File: config.mk
export PLATFORM = sky130hd
export DESIGN_NAME = sram_async_ctl
export DESIGN_NICKNAME = d
export VERILOG_FILES = /design/src/rtl/sram_ctl_pkg.sv /design/src/rtl/sram_phase_timer.sv /design/src/rtl/sram_rd_capture.sv /design/src/rtl/sram_ctl_seq.sv /design/src/rtl/sram_async_ctl.sv
export SDC_FILE = /design/constraint.sdc
export NUM_CORES = 1
export LEC_CHECK = 0
export CAP_MARGIN = 20
export CORE_MARGIN = 3
export CORE_UTILIZATION = 45
export CTS_CLUSTER_SIZE = 14
export DETAILED_ROUTE_END_ITERATION = 7
export PLACE_DENSITY = 0.89
export SLEW_MARGIN = 20
export SYNTH_ARGS = -nofsm -noshare
export SYNTH_HDL_FRONTEND = slang
export SYNTH_SLANG_ARGS = --single-unit
export TNS_END_PERCENT = 5
File: constraint.sdc
create_clock -name clk -period 5.58 [get_ports clk]
set_clock_uncertainty 0.15 [all_clocks]
set_input_delay 0.558 -clock clk [delete_from_list [all_inputs] [get_ports clk]]
set_output_delay 0.558 -clock clk [all_outputs]
set_load 0.01 [all_outputs]
File: src/rtl/sram_ctl_pkg.sv
`timescale 1ns/1ps
package sram_ctl_pkg;

  typedef enum logic [2:0] {
    ST_IDLE, ST_RD_ACC, ST_RD_TURN, ST_WR_SETUP, ST_WR_STB, ST_WR_HOLD, ST_WR_PAD
  } seq_state_e;

  typedef enum logic [2:0] {
    TP_RC, TP_AA, TP_OE, TP_HZ, TP_WC, TP_WP, TP_CW, TP_DW
  } tparam_e;

  // nanosecond limit per speed grade
  function automatic int unsigned grade_ns(input bit slow, input tparam_e p);
    case (p)
      TP_RC:   return slow ? 100 : 70;
      TP_AA:   return slow ? 100 : 70;
      TP_OE:   return slow ? 50  : 35;
      TP_HZ:   return slow ? 35  : 25;
      TP_WC:   return slow ? 100 : 70;
      TP_WP:   return slow ? 60  : 50;
      TP_CW:   return slow ? 80  : 60;
      default: return slow ? 40  : 30;
    endcase
  endfunction

  // round up; any nonzero phase gets at least one cycle
  function automatic int unsigned ns_to_cyc(input int unsigned ns, input int unsigned clk_ns);
    if (ns == 0) return 0;
    return (ns + clk_ns - 1) / clk_ns;
  endfunction

  function automatic int unsigned max3(input int unsigned a, input int unsigned b,
                                       input int unsigned c);
    int unsigned m;
    m = (a > b) ? a : b;
    return (m > c) ? m : c;
  endfunction

endpackage

File: src/rtl/sram_phase_timer.sv
`timescale 1ns/1ps
module sram_phase_timer #(
  parameter int unsigned CNT_W = 5
) (
  input  logic             clk,
  input  logic             rst_n,
  input  logic             load,
  input  logic [CNT_W-1:0] load_val,
  output logic             expired
);
  logic [CNT_W-1:0] cnt_q;

  always_ff @(posedge clk) begin
    if (!rst_n)               cnt_q <= '0;
    else if (load)            cnt_q <= load_val;
    else if (cnt_q != '0)     cnt_q <= cnt_q - 1'b1;
  end

  assign expired = (cnt_q == '0);

  // a loaded phase never ends early
  p_timer_holds_r7: assert property (@(posedge clk) disable iff (!rst_n)
    (load && load_val != '0) |=> !expired);
endmodule

File: src/rtl/sram_rd_capture.sv
`timescale 1ns/1ps
module sram_rd_capture #(
  parameter int unsigned DATA_W = 8
) (
  input  logic              clk,
  input  logic              rst_n,
  input  logic              capture,
  input  logic [DATA_W-1:0] dq_in,
  output logic              rsp_valid,
  output logic [DATA_W-1:0] rsp_rdata
);
  always_ff @(posedge clk) begin
    if (!rst_n) begin
      rsp_valid <= 1'b0;
      rsp_rdata <= '0;
    end else begin
      rsp_valid <= capture;
      if (capture) rsp_rdata <= dq_in;
    end
  end

  p_single_pulse_r3: assert property (@(posedge clk) disable iff (!rst_n)
    rsp_valid |=> !rsp_valid);
  p_data_held_r3: assert property (@(posedge clk) disable iff (!rst_n)
    !rsp_valid |-> $stable(rsp_rdata));
endmodule

File: src/rtl/sram_ctl_seq.sv
`timescale 1ns/1ps
module sram_ctl_seq
  import sram_ctl_pkg::*;
#(
  parameter int unsigned ADDR_W = 18,
  parameter int unsigned DATA_W = 8,
  parameter int unsigned CNT_W  = 5,
  parameter int unsigned T_ACC  = 18,
  parameter int unsigned T_HZ   = 7,
  parameter int unsigned T_STB  = 15,
  parameter int unsigned T_PAD  = 1
) (
  input  logic              clk,
  input  logic              rst_n,
  input  logic              req_valid,
  input  logic              req_write,
  input  logic [ADDR_W-1:0] req_addr,
  input  logic [DATA_W-1:0] req_wdata,
  output logic              req_ready,
  input  logic              tmr_expired,
  output logic              tmr_load,
  output logic [CNT_W-1:0]  tmr_val,
  output logic              capture,
  output logic [ADDR_W-1:0] mem_addr,
  output logic              mem_ce_n,
  output logic              mem_ce,
  output logic              mem_oe_n,
  output logic              mem_we_n,
  output logic [DATA_W-1:0] mem_dq_out,
  output logic              mem_dq_oe
);
  localparam int unsigned PAD_LD = (T_PAD == 0) ? 0 : T_PAD - 1;

  seq_state_e state_q, state_d;
  logic sel_q, oe_n_q, we_n_q, dq_oe_q;
  logic [ADDR_W-1:0] addr_q;
  logic [DATA_W-1:0] wdata_q;

  assign req_ready = (state_q == ST_IDLE);

  always_comb begin
    state_d  = state_q;
    tmr_load = 1'b0;
    tmr_val  = '0;
    capture  = 1'b0;
    case (state_q)
      ST_IDLE: if (req_valid) begin
        if (req_write) state_d = ST_WR_SETUP;
        else begin
          state_d  = ST_RD_ACC;
          tmr_load = 1'b1;
          tmr_val  = CNT_W'(T_ACC - 1);
        end
      end
      ST_RD_ACC: if (tmr_expired) begin
        state_d  = ST_RD_TURN;
        capture  = 1'b1;
        tmr_load = 1'b1;
        tmr_val  = CNT_W'(T_HZ - 1);
      end
      ST_RD_TURN: if (tmr_expired) state_d = ST_IDLE;
      ST_WR_SETUP: begin
        state_d  = ST_WR_STB;
        tmr_load = 1'b1;
        tmr_val  = CNT_W'(T_STB - 1);
      end
      ST_WR_STB: if (tmr_expired) state_d = ST_WR_HOLD;
      ST_WR_HOLD: begin
        if (T_PAD == 0) state_d = ST_IDLE;
        else begin
          state_d  = ST_WR_PAD;
          tmr_load = 1'b1;
          tmr_val  = CNT_W'(PAD_LD);
        end
      end
      ST_WR_PAD: if (tmr_expired) state_d = ST_IDLE;
      default: state_d = ST_IDLE;
    endcase
  end

  // strobes come straight from flops so the memory never sees decode glitches
  always_ff @(posedge clk) begin
    if (!rst_n) begin
      state_q <= ST_IDLE;
      sel_q   <= 1'b0;
      oe_n_q  <= 1'b1;
      we_n_q  <= 1'b1;
      dq_oe_q <= 1'b0;
      addr_q  <= '0;
      wdata_q <= '0;
    end else begin
      state_q <= state_d;
      sel_q   <= state_d inside {ST_RD_ACC, ST_WR_SETUP, ST_WR_STB, ST_WR_HOLD};
      oe_n_q  <= (state_d != ST_RD_ACC);
      we_n_q  <= (state_d != ST_WR_STB);
      dq_oe_q <= state_d inside {ST_WR_SETUP, ST_WR_STB, ST_WR_HOLD};
      if (state_q == ST_IDLE && req_valid) begin
        addr_q  <= req_addr;
        wdata_q <= req_wdata;
      end
    end
  end

  assign mem_addr   = addr_q;
  assign mem_ce_n   = ~sel_q;
  assign mem_ce     = sel_q;
  assign mem_oe_n   = oe_n_q;
  assign mem_we_n   = we_n_q;
  assign mem_dq_out = wdata_q;
  assign mem_dq_oe  = dq_oe_q;

  // checker counters
  logic [CNT_W:0] we_run_q, hz_age_q;
  always_ff @(posedge clk) begin
    if (!rst_n) begin
      we_run_q <= '0;
      hz_age_q <= (CNT_W+1)'(T_HZ);
    end else begin
      we_run_q <= !we_n_q ? we_run_q + 1'b1 : '0;
      if (!oe_n_q)                           hz_age_q <= '0;
      else if (hz_age_q < (CNT_W+1)'(T_HZ))  hz_age_q <= hz_age_q + 1'b1;
    end
  end

  p_we_width_r4: assert property (@(posedge clk) disable iff (!rst_n)
    (we_n_q && $past(!we_n_q)) |-> (we_run_q == (CNT_W+1)'(T_STB)));
  p_oe_off_in_write_r4: assert property (@(posedge clk) disable iff (!rst_n)
    !mem_we_n |-> mem_oe_n);
  p_we_selected_r5: assert property (@(posedge clk) disable iff (!rst_n)
    !mem_we_n |-> (!mem_ce_n && mem_ce && mem_dq_oe));
  p_addr_stable_r5: assert property (@(posedge clk) disable iff (!rst_n)
    (!mem_we_n && $past(!mem_we_n)) |-> ($stable(mem_addr) && $stable(mem_dq_out)));
  p_no_contention_r6: assert property (@(posedge clk) disable iff (!rst_n)
    mem_dq_oe |-> mem_oe_n);
  p_turnaround_r6: assert property (@(posedge clk) disable iff (!rst_n)
    $rose(mem_dq_oe) |-> (hz_age_q >= (CNT_W+1)'(T_HZ)));
  p_busy_strobing_r7: assert property (@(posedge clk) disable iff (!rst_n)
    (!mem_we_n || !mem_oe_n) |-> !req_ready);
endmodule

File: src/rtl/sram_async_ctl.sv
`timescale 1ns/1ps
module sram_async_ctl
  import sram_ctl_pkg::*;
#(
  parameter int unsigned CLK_NS     = 4,
  parameter bit          SLOW_GRADE = 1'b0,
  parameter int unsigned ADDR_W     = 18,
  parameter int unsigned DATA_W     = 8
) (
  input  logic              clk,
  input  logic              rst_n,
  input  logic              req_valid,
  output logic              req_ready,
  input  logic              req_write,
  input  logic [ADDR_W-1:0] req_addr,
  input  logic [DATA_W-1:0] req_wdata,
  output logic              rsp_valid,
  output logic [DATA_W-1:0] rsp_rdata,
  output logic [ADDR_W-1:0] mem_addr,
  output logic              mem_ce_n,
  output logic              mem_ce,
  output logic              mem_oe_n,
  output logic              mem_we_n,
  output logic [DATA_W-1:0] mem_dq_out,
  output logic              mem_dq_oe,
  input  logic [DATA_W-1:0] mem_dq_in
);
  localparam int unsigned C_RC = ns_to_cyc(grade_ns(SLOW_GRADE, TP_RC), CLK_NS);
  localparam int unsigned C_AA = ns_to_cyc(grade_ns(SLOW_GRADE, TP_AA), CLK_NS);
  localparam int unsigned C_OE = ns_to_cyc(grade_ns(SLOW_GRADE, TP_OE), CLK_NS);
  localparam int unsigned C_HZ = ns_to_cyc(grade_ns(SLOW_GRADE, TP_HZ), CLK_NS);
  localparam int unsigned C_WC = ns_to_cyc(grade_ns(SLOW_GRADE, TP_WC), CLK_NS);
  localparam int unsigned C_WP = ns_to_cyc(grade_ns(SLOW_GRADE, TP_WP), CLK_NS);
  localparam int unsigned C_CW = ns_to_cyc(grade_ns(SLOW_GRADE, TP_CW), CLK_NS);
  localparam int unsigned C_DW = ns_to_cyc(grade_ns(SLOW_GRADE, TP_DW), CLK_NS);

  localparam int unsigned T_ACC = max3(C_RC, C_AA, C_OE);
  localparam int unsigned T_HZ  = (C_HZ == 0) ? 1 : C_HZ;
  localparam int unsigned T_STB = max3(C_WP, C_DW, C_CW);
  localparam int unsigned T_PAD = (C_WC > T_STB + 2) ? C_WC - T_STB - 2 : 0;
  localparam int unsigned T_MAX = max3(T_ACC, T_HZ, max3(T_STB, T_PAD, 1));
  localparam int unsigned CNT_W = $clog2(T_MAX + 1);

  logic             tmr_load, tmr_expired, capture;
  logic [CNT_W-1:0] tmr_val;

  sram_phase_timer #(.CNT_W(CNT_W)) u_timer (
    .clk(clk), .rst_n(rst_n), .load(tmr_load), .load_val(tmr_val),
    .expired(tmr_expired)
  );

  sram_ctl_seq #(
    .ADDR_W(ADDR_W), .DATA_W(DATA_W), .CNT_W(CNT_W),
    .T_ACC(T_ACC), .T_HZ(T_HZ), .T_STB(T_STB), .T_PAD(T_PAD)
  ) u_seq (
    .clk(clk), .rst_n(rst_n),
    .req_valid(req_valid), .req_write(req_write), .req_addr(req_addr),
    .req_wdata(req_wdata), .req_ready(req_ready),
    .tmr_expired(tmr_expired), .tmr_load(tmr_load), .tmr_val(tmr_val),
    .capture(capture),
    .mem_addr(mem_addr), .mem_ce_n(mem_ce_n), .mem_ce(mem_ce),
    .mem_oe_n(mem_oe_n), .mem_we_n(mem_we_n),
    .mem_dq_out(mem_dq_out), .mem_dq_oe(mem_dq_oe)
  );

  sram_rd_capture #(.DATA_W(DATA_W)) u_cap (
    .clk(clk), .rst_n(rst_n), .capture(capture), .dq_in(mem_dq_in),
    .rsp_valid(rsp_valid), .rsp_rdata(rsp_rdata)
  );

  // data is taken only while the memory is selected and driving
  p_capture_selected_r2: assert property (@(posedge clk) disable iff (!rst_n)
    capture |-> (!mem_oe_n && mem_we_n && !mem_ce_n && mem_ce));
endmodule

# Word-level counts from Yosys, hierarchy flattened
# Index checks and enable logic that the tools add are counted.
# totals
ff_bits,47
in_bits,38
output_inout_bits,41
word_cells,50
# classes
add_sub_neg,1
eq_ne,12
n_mux,17
bitwise_logic,1
n_reduce_logical,9
# op_table
cell,n
5-bit two-way mux,4
3-bit one-hot mux with 6 select lines,1
3-bit == test (second input constant),5
3-bit two-way mux,5
5-bit one-hot mux with 3 select lines,1
3-bit by 2-bit == test with 1-bit output (second input constant),3
3-bit by 1-bit == test with 1-bit output (second input constant),2
5-bit zero test,1
5-bit nonzero test,1
5-bit by 1-bit subtractor with 5-bit output (second input constant),1
1-bit two-way mux,4
4-bit nonzero test,1
2-bit OR reduction,2
3-bit zero test,1
3-bit by 1-bit inequality test with 1-bit output (second input constant),1
3-bit inequality test (second input constant),1
1-bit one-hot mux with 3 select lines,1
3-bit nonzero test,1
2-bit two-way mux,1
2-bit nonzero test,1
1-bit logical AND,1
1-bit NOT,1

# Depth between registers and ports, before layout
# logic_depth
word_depth,5
mapped_depth,8
ltp_nobuf,6

# Modules after synthesis
# Synthesis repeated with hierarchy kept, for this count alone.
# unflattened
cells_unflattened,219
hier_area_um2,2068.2
# by_module_without_submodules
module,instances,cells_each,area_each_um2,seq_area_each_um2
sram_ctl_seq,1,158,1438.9,660.6
sram_rd_capture,1,27,329.1,180.2
sram_phase_timer,1,34,300.3,100.1

# Worst setup path before layout
# No wires, ideal clock.
# synth_path
path_type,reg2reg
startpoint,register u_timer.cnt_q[0]
endpoint,register u_cap.rsp_rdata[0]
setup_ns,0.128
arrival_ns,1.663
t_required_ns,5.302
path_slack_ns,3.640
path_stages_with_launch,9
n_path_buf,2
period_less_slack_ns,1.940
path_cell_list,dfxtp_1 -> inv_1 -> ha_1 -> or4b_4 -> buf_6 -> nor3b_2 -> buf_6 -> mux2i_1 -> nor2_1
# synth_via
elab_chain_len,3
# synth_rtl
element,line_no,source
start: declaration,sram_phase_timer.sv:11,logic [CNT_W-1:0] cnt_q;
start signal: assignment,sram_phase_timer.sv:15,else if (load) cnt_q <= load_val;
start signal: assignment,sram_phase_timer.sv:16,else if (cnt_q != '0) cnt_q <= cnt_q - 1'b1;
5-bit zero test,sram_phase_timer.sv:19,assign expired = (cnt_q == '0);
1-bit two-way mux,sram_ctl_seq.sv:55,ST_RD_ACC: if (tmr_expired) begin
1-bit two-way mux,sram_ctl_seq.sv:46,case (state_q)
end signal: assignment,sram_rd_capture.sv:18,if (capture) rsp_rdata <= dq_in;
end: declaration,sram_rd_capture.sv:10,output logic [DATA_W-1:0] rsp_rdata
# No other way between the ends.
# A chain may end at the register's enable or synchronous reset.

# Final worst setup path
# layout_path
startpoint,input req_valid
endpoint,register u_timer.cnt_q[0]
# layout_via
elab_chain_len,3
word_cells_on_any_way,6
classes_between,5 x mux; 1 x reduce/logical
# layout_rtl
element,line_no,source
start: declaration,sram_async_ctl.sv:12,"input logic req_valid,"
5-bit two-way mux / 1-bit two-way mux (equally long branches),sram_ctl_seq.sv:47,ST_IDLE: if (req_valid) begin
5-bit one-hot mux with 3 select lines / 1-bit one-hot mux with 3 select lines (equally long branches),sram_ctl_seq.sv:46,
5-bit two-way mux / 2-bit nonzero test (equally long branches),n/a,
# Parallel ways exist; a longest one is shown, timed or not.

==> results_dict.tcl <==
set metrics [dict create \
    synth_warnings 0 \
    max_freq_mhz 404.5 \
    yosys-top-cells-area "dfxtp_1 50%, nand2_1 14%, a21oi_1 9.0%" \
    nets 340 \
    drt_first_pass_iters 6 \
    area_delta_synth_final_pct 47.38 \
    r2r_start "u_seq.state_q[0]" \
    ctsResizeCount 0 \
    clk_latency_ns 0.29 \
    endpoint_kind "register" \
    clock_sinks 47 \
    die-area_mm2 0.004997 \
    hold_buffers 0 \
    syn_nets 268 \
    synth_edf_count 0 \
    grt_max_degree 28 \
    p_leak_nw 1.021 \
    setup.worst_path.start_class "primary input" \
    worst_slew_pin_slew_ns 0.9325 \
    portBuffers 78 \
    grt_pass1_vias 1794 \
    grt_usage 0.2019 \
    finalWirelength_um 4956 \
    maxSlewViolCount 0 \
    rows 22 \
    cp.required_ns 5.61 \
    syn_area_mm2 0.001883 \
    yosys_most_used_dff "dfxtp_1" \
    post-route-period-util 0.4430 \
    reg2reg_to "u_cap.rsp_rdata[6]" \
    globalplace.congestion 0.8458 \
    die_y_um 70.69 \
    vdd_drop_max_mv 0.1943 \
    p_per_area_mw_per_mm2 396.8 \
    antenna_left 0 \
    synth_common_cells "68 x nand2_1, 47 x dfxtp_1, 34 x a21oi_1" \
    tns_ns 0 \
    hold_ws_ns 0.3076 \
    drt_iter0_markers 126 \
    hold_path_class "reg2reg" \
    diodes 0 \
    run_status "finished, final reports clean" \
    async_flop_share 0 \
    ys_seq_area_frac 0.4997 \
    drc 0 \
    clock_path_buffers 2 \
    synth.top_cell.area_share 0.4997 \
    cts_root_buf "clkbuf_8" \
    vias 1831 \
    synth.avg_cell_area_um2 8.259 \
    yosysMostFrequentCell "nand2_1" \
    core_mm2 0.003854 \
    slew_headroom 0.3783 \
    finalSetupViolCount 0 \
    synth_cell_types 36 \
    globalRouteOverflowTotal 0 \
    clk_pin_slew_ns 0.08 \
    period_needed_ns 2.472 \
    worstSetupPathType "in2reg" \
    netlist_instances 228 \
    arrival_ns 2.50 \
    ys_seq_elements 47 \
    rsz0062_at_grt "no" \
    reg2reg_depth 4 \
    r2r_setup_slack_ns 3.12 \
    hold_start "u_seq.mem_addr[0]" \
    synth.largest_area_cell "dfxtp_1" \
    multiInputGateArea_um2 849.6 \
    cts_buffers 5 \
    drive_above_1_share 0.04319 \
    io_pins 79 \
    antenna_found_initial 0 \
    finalHoldViolations 0 \
    maxCapViolations 0 \
    dp_hpwl_um 3453 \
    path_max_fanout 27 \
    hold_end "u_seq.mem_addr[0]" \
    initial_core_util 0.4886 \
    vias_per_cell 5.246 \
    ff_latch_area_um2 940.9 \
    cts_tree "done" \
    grt_pass1_wl_um 8321 \
    h-tree-depth 2 \
    fillers 314 \
    die_w_um 70.69 \
    postCtsSetupBuffers 0 \
    whs_path_depth 2 \
    avgRoutedWirePerCell_um 14.20 \
]
[sequential cells by signal, indices dropped and copies added (netlist names), 3 cells and up]
signal and flops:
u_cap.rsp_rdata 8, u_seq.mem_dq_out 8, u_seq.state_q 3, u_timer.cnt_q 5, u_seq.mem_addr 18
[kinds of logic (layout without fill, tap and decap cells)]
family                   Yosys count  count (layout)  share of synthesized area
AO/OA/AOI/OAI                     49              49                     0.1435
XOR/XNOR                           3               3                    0.01396
adder cells (fa/ha/maj)            2               2                    0.01329
buffers and inverters             20              93                    0.04916
flip-flops                        47              47                     0.4997
multiplexers                       8               8                    0.04253
AND/OR/NAND/NOR                   99              99                     0.2379
[stage by stage]
stage / util / setup slack, ns / power [mW] / cells / cell area (µm²)
floorplan: - / 3.640 / 0.7317 / 228 / 1883
finish: 0.7201 / 3.108 / 1.101 / 349 / 2775
detailed placement: 0.6955 / 2.812 / 0.8921 / 341 / 2680
global placement: 0.6877 / 2.660 / 0.8736 / 339 / 2650
CTS: 0.7201 / 3.094 / 1.105 / 349 / 2775
global route: 0.7201 / 2.807 / 1.176 / 349 / 2775
[worst max path at each step]
stage	depth (start not counted)	endpoint	start	slack (ns)
final	4	u_timer.cnt_q[0]	req_valid	3.11
after global routing	4	u_timer.cnt_q[0]	req_valid	2.81
after CTS	4	u_timer.cnt_q[0]	req_valid	3.09
after detailed placement	4	u_timer.cnt_q[0]	req_valid	2.81
after global placement	3	u_timer.cnt_q[0]	rst_n	2.66
after floorplan	8	u_cap.rsp_rdata[0]	u_timer.cnt_q[0]	3.64
[final cells by class]
class                           count  share of cell area
Clock buffer                        7             0.03111
Clock inverter                      1            0.003156
Inverter                            5            0.006763
Multi-Input combinational cell    161              0.3061
Sequential cell                    47              0.3390
Tap cell                           48             0.02164
Timing Repair Buffer               80              0.2922
[report_power, final]
group / switching [mW] / total (mW) / internal (mW)
combinational: 0.219 / 0.435 / 0.217
sequential: 0.0582 / 0.455 / 0.397
clock: 0.109 / 0.211 / 0.102
[cell usage in the layout, fill, tap and decap left out, drive strengths merged, types with 2 or more instances in the layout]
| master | netlist | final |
|---|---|---|
| ha | 2 | 2 |
| nor2b | 2 | 2 |
| a21oi | 34 | 34 |
| nor3 | 4 | 4 |
| nor2 | 12 | 12 |
| or4b | 2 | 2 |
| and2 | 3 | 3 |
| clkinv | 1 | 2 |
| nand2 | 68 | 68 |
| mux2i | 8 | 8 |
| o21ai | 6 | 6 |
| nor4b | 2 | 2 |
| clkdlybuf4s50 | 0 | 78 |
| nor3b | 2 | 2 |
| a2111oi | 2 | 2 |
| xnor2 | 3 | 3 |
| clkbuf | 10 | 7 |
| a31oi | 2 | 2 |
| dfxtp | 47 | 47 |
| inv | 4 | 4 |
| buf | 5 | 2 |
[per-layer routing]
metal | GRT usage | share of wire | vias to the layer above
met1 | 0.2496 | 0.41 | 843
met2 | 0.3553 | 0.51 | 77
met3 | 0.04545 | 0.062 | 10
met4 | 0.05010 | 0.016 | 0
li1 | - | - | 901
met5 | 0 | 0 | -
[critical path: stages]
cell and delay, ns:
clkdlybuf4s50_1 0.61, and2_1 0.79, a211oi_1 0.18, a2111oi_0 0.37
Note: power is estimated with default switching activity, not from simulation.
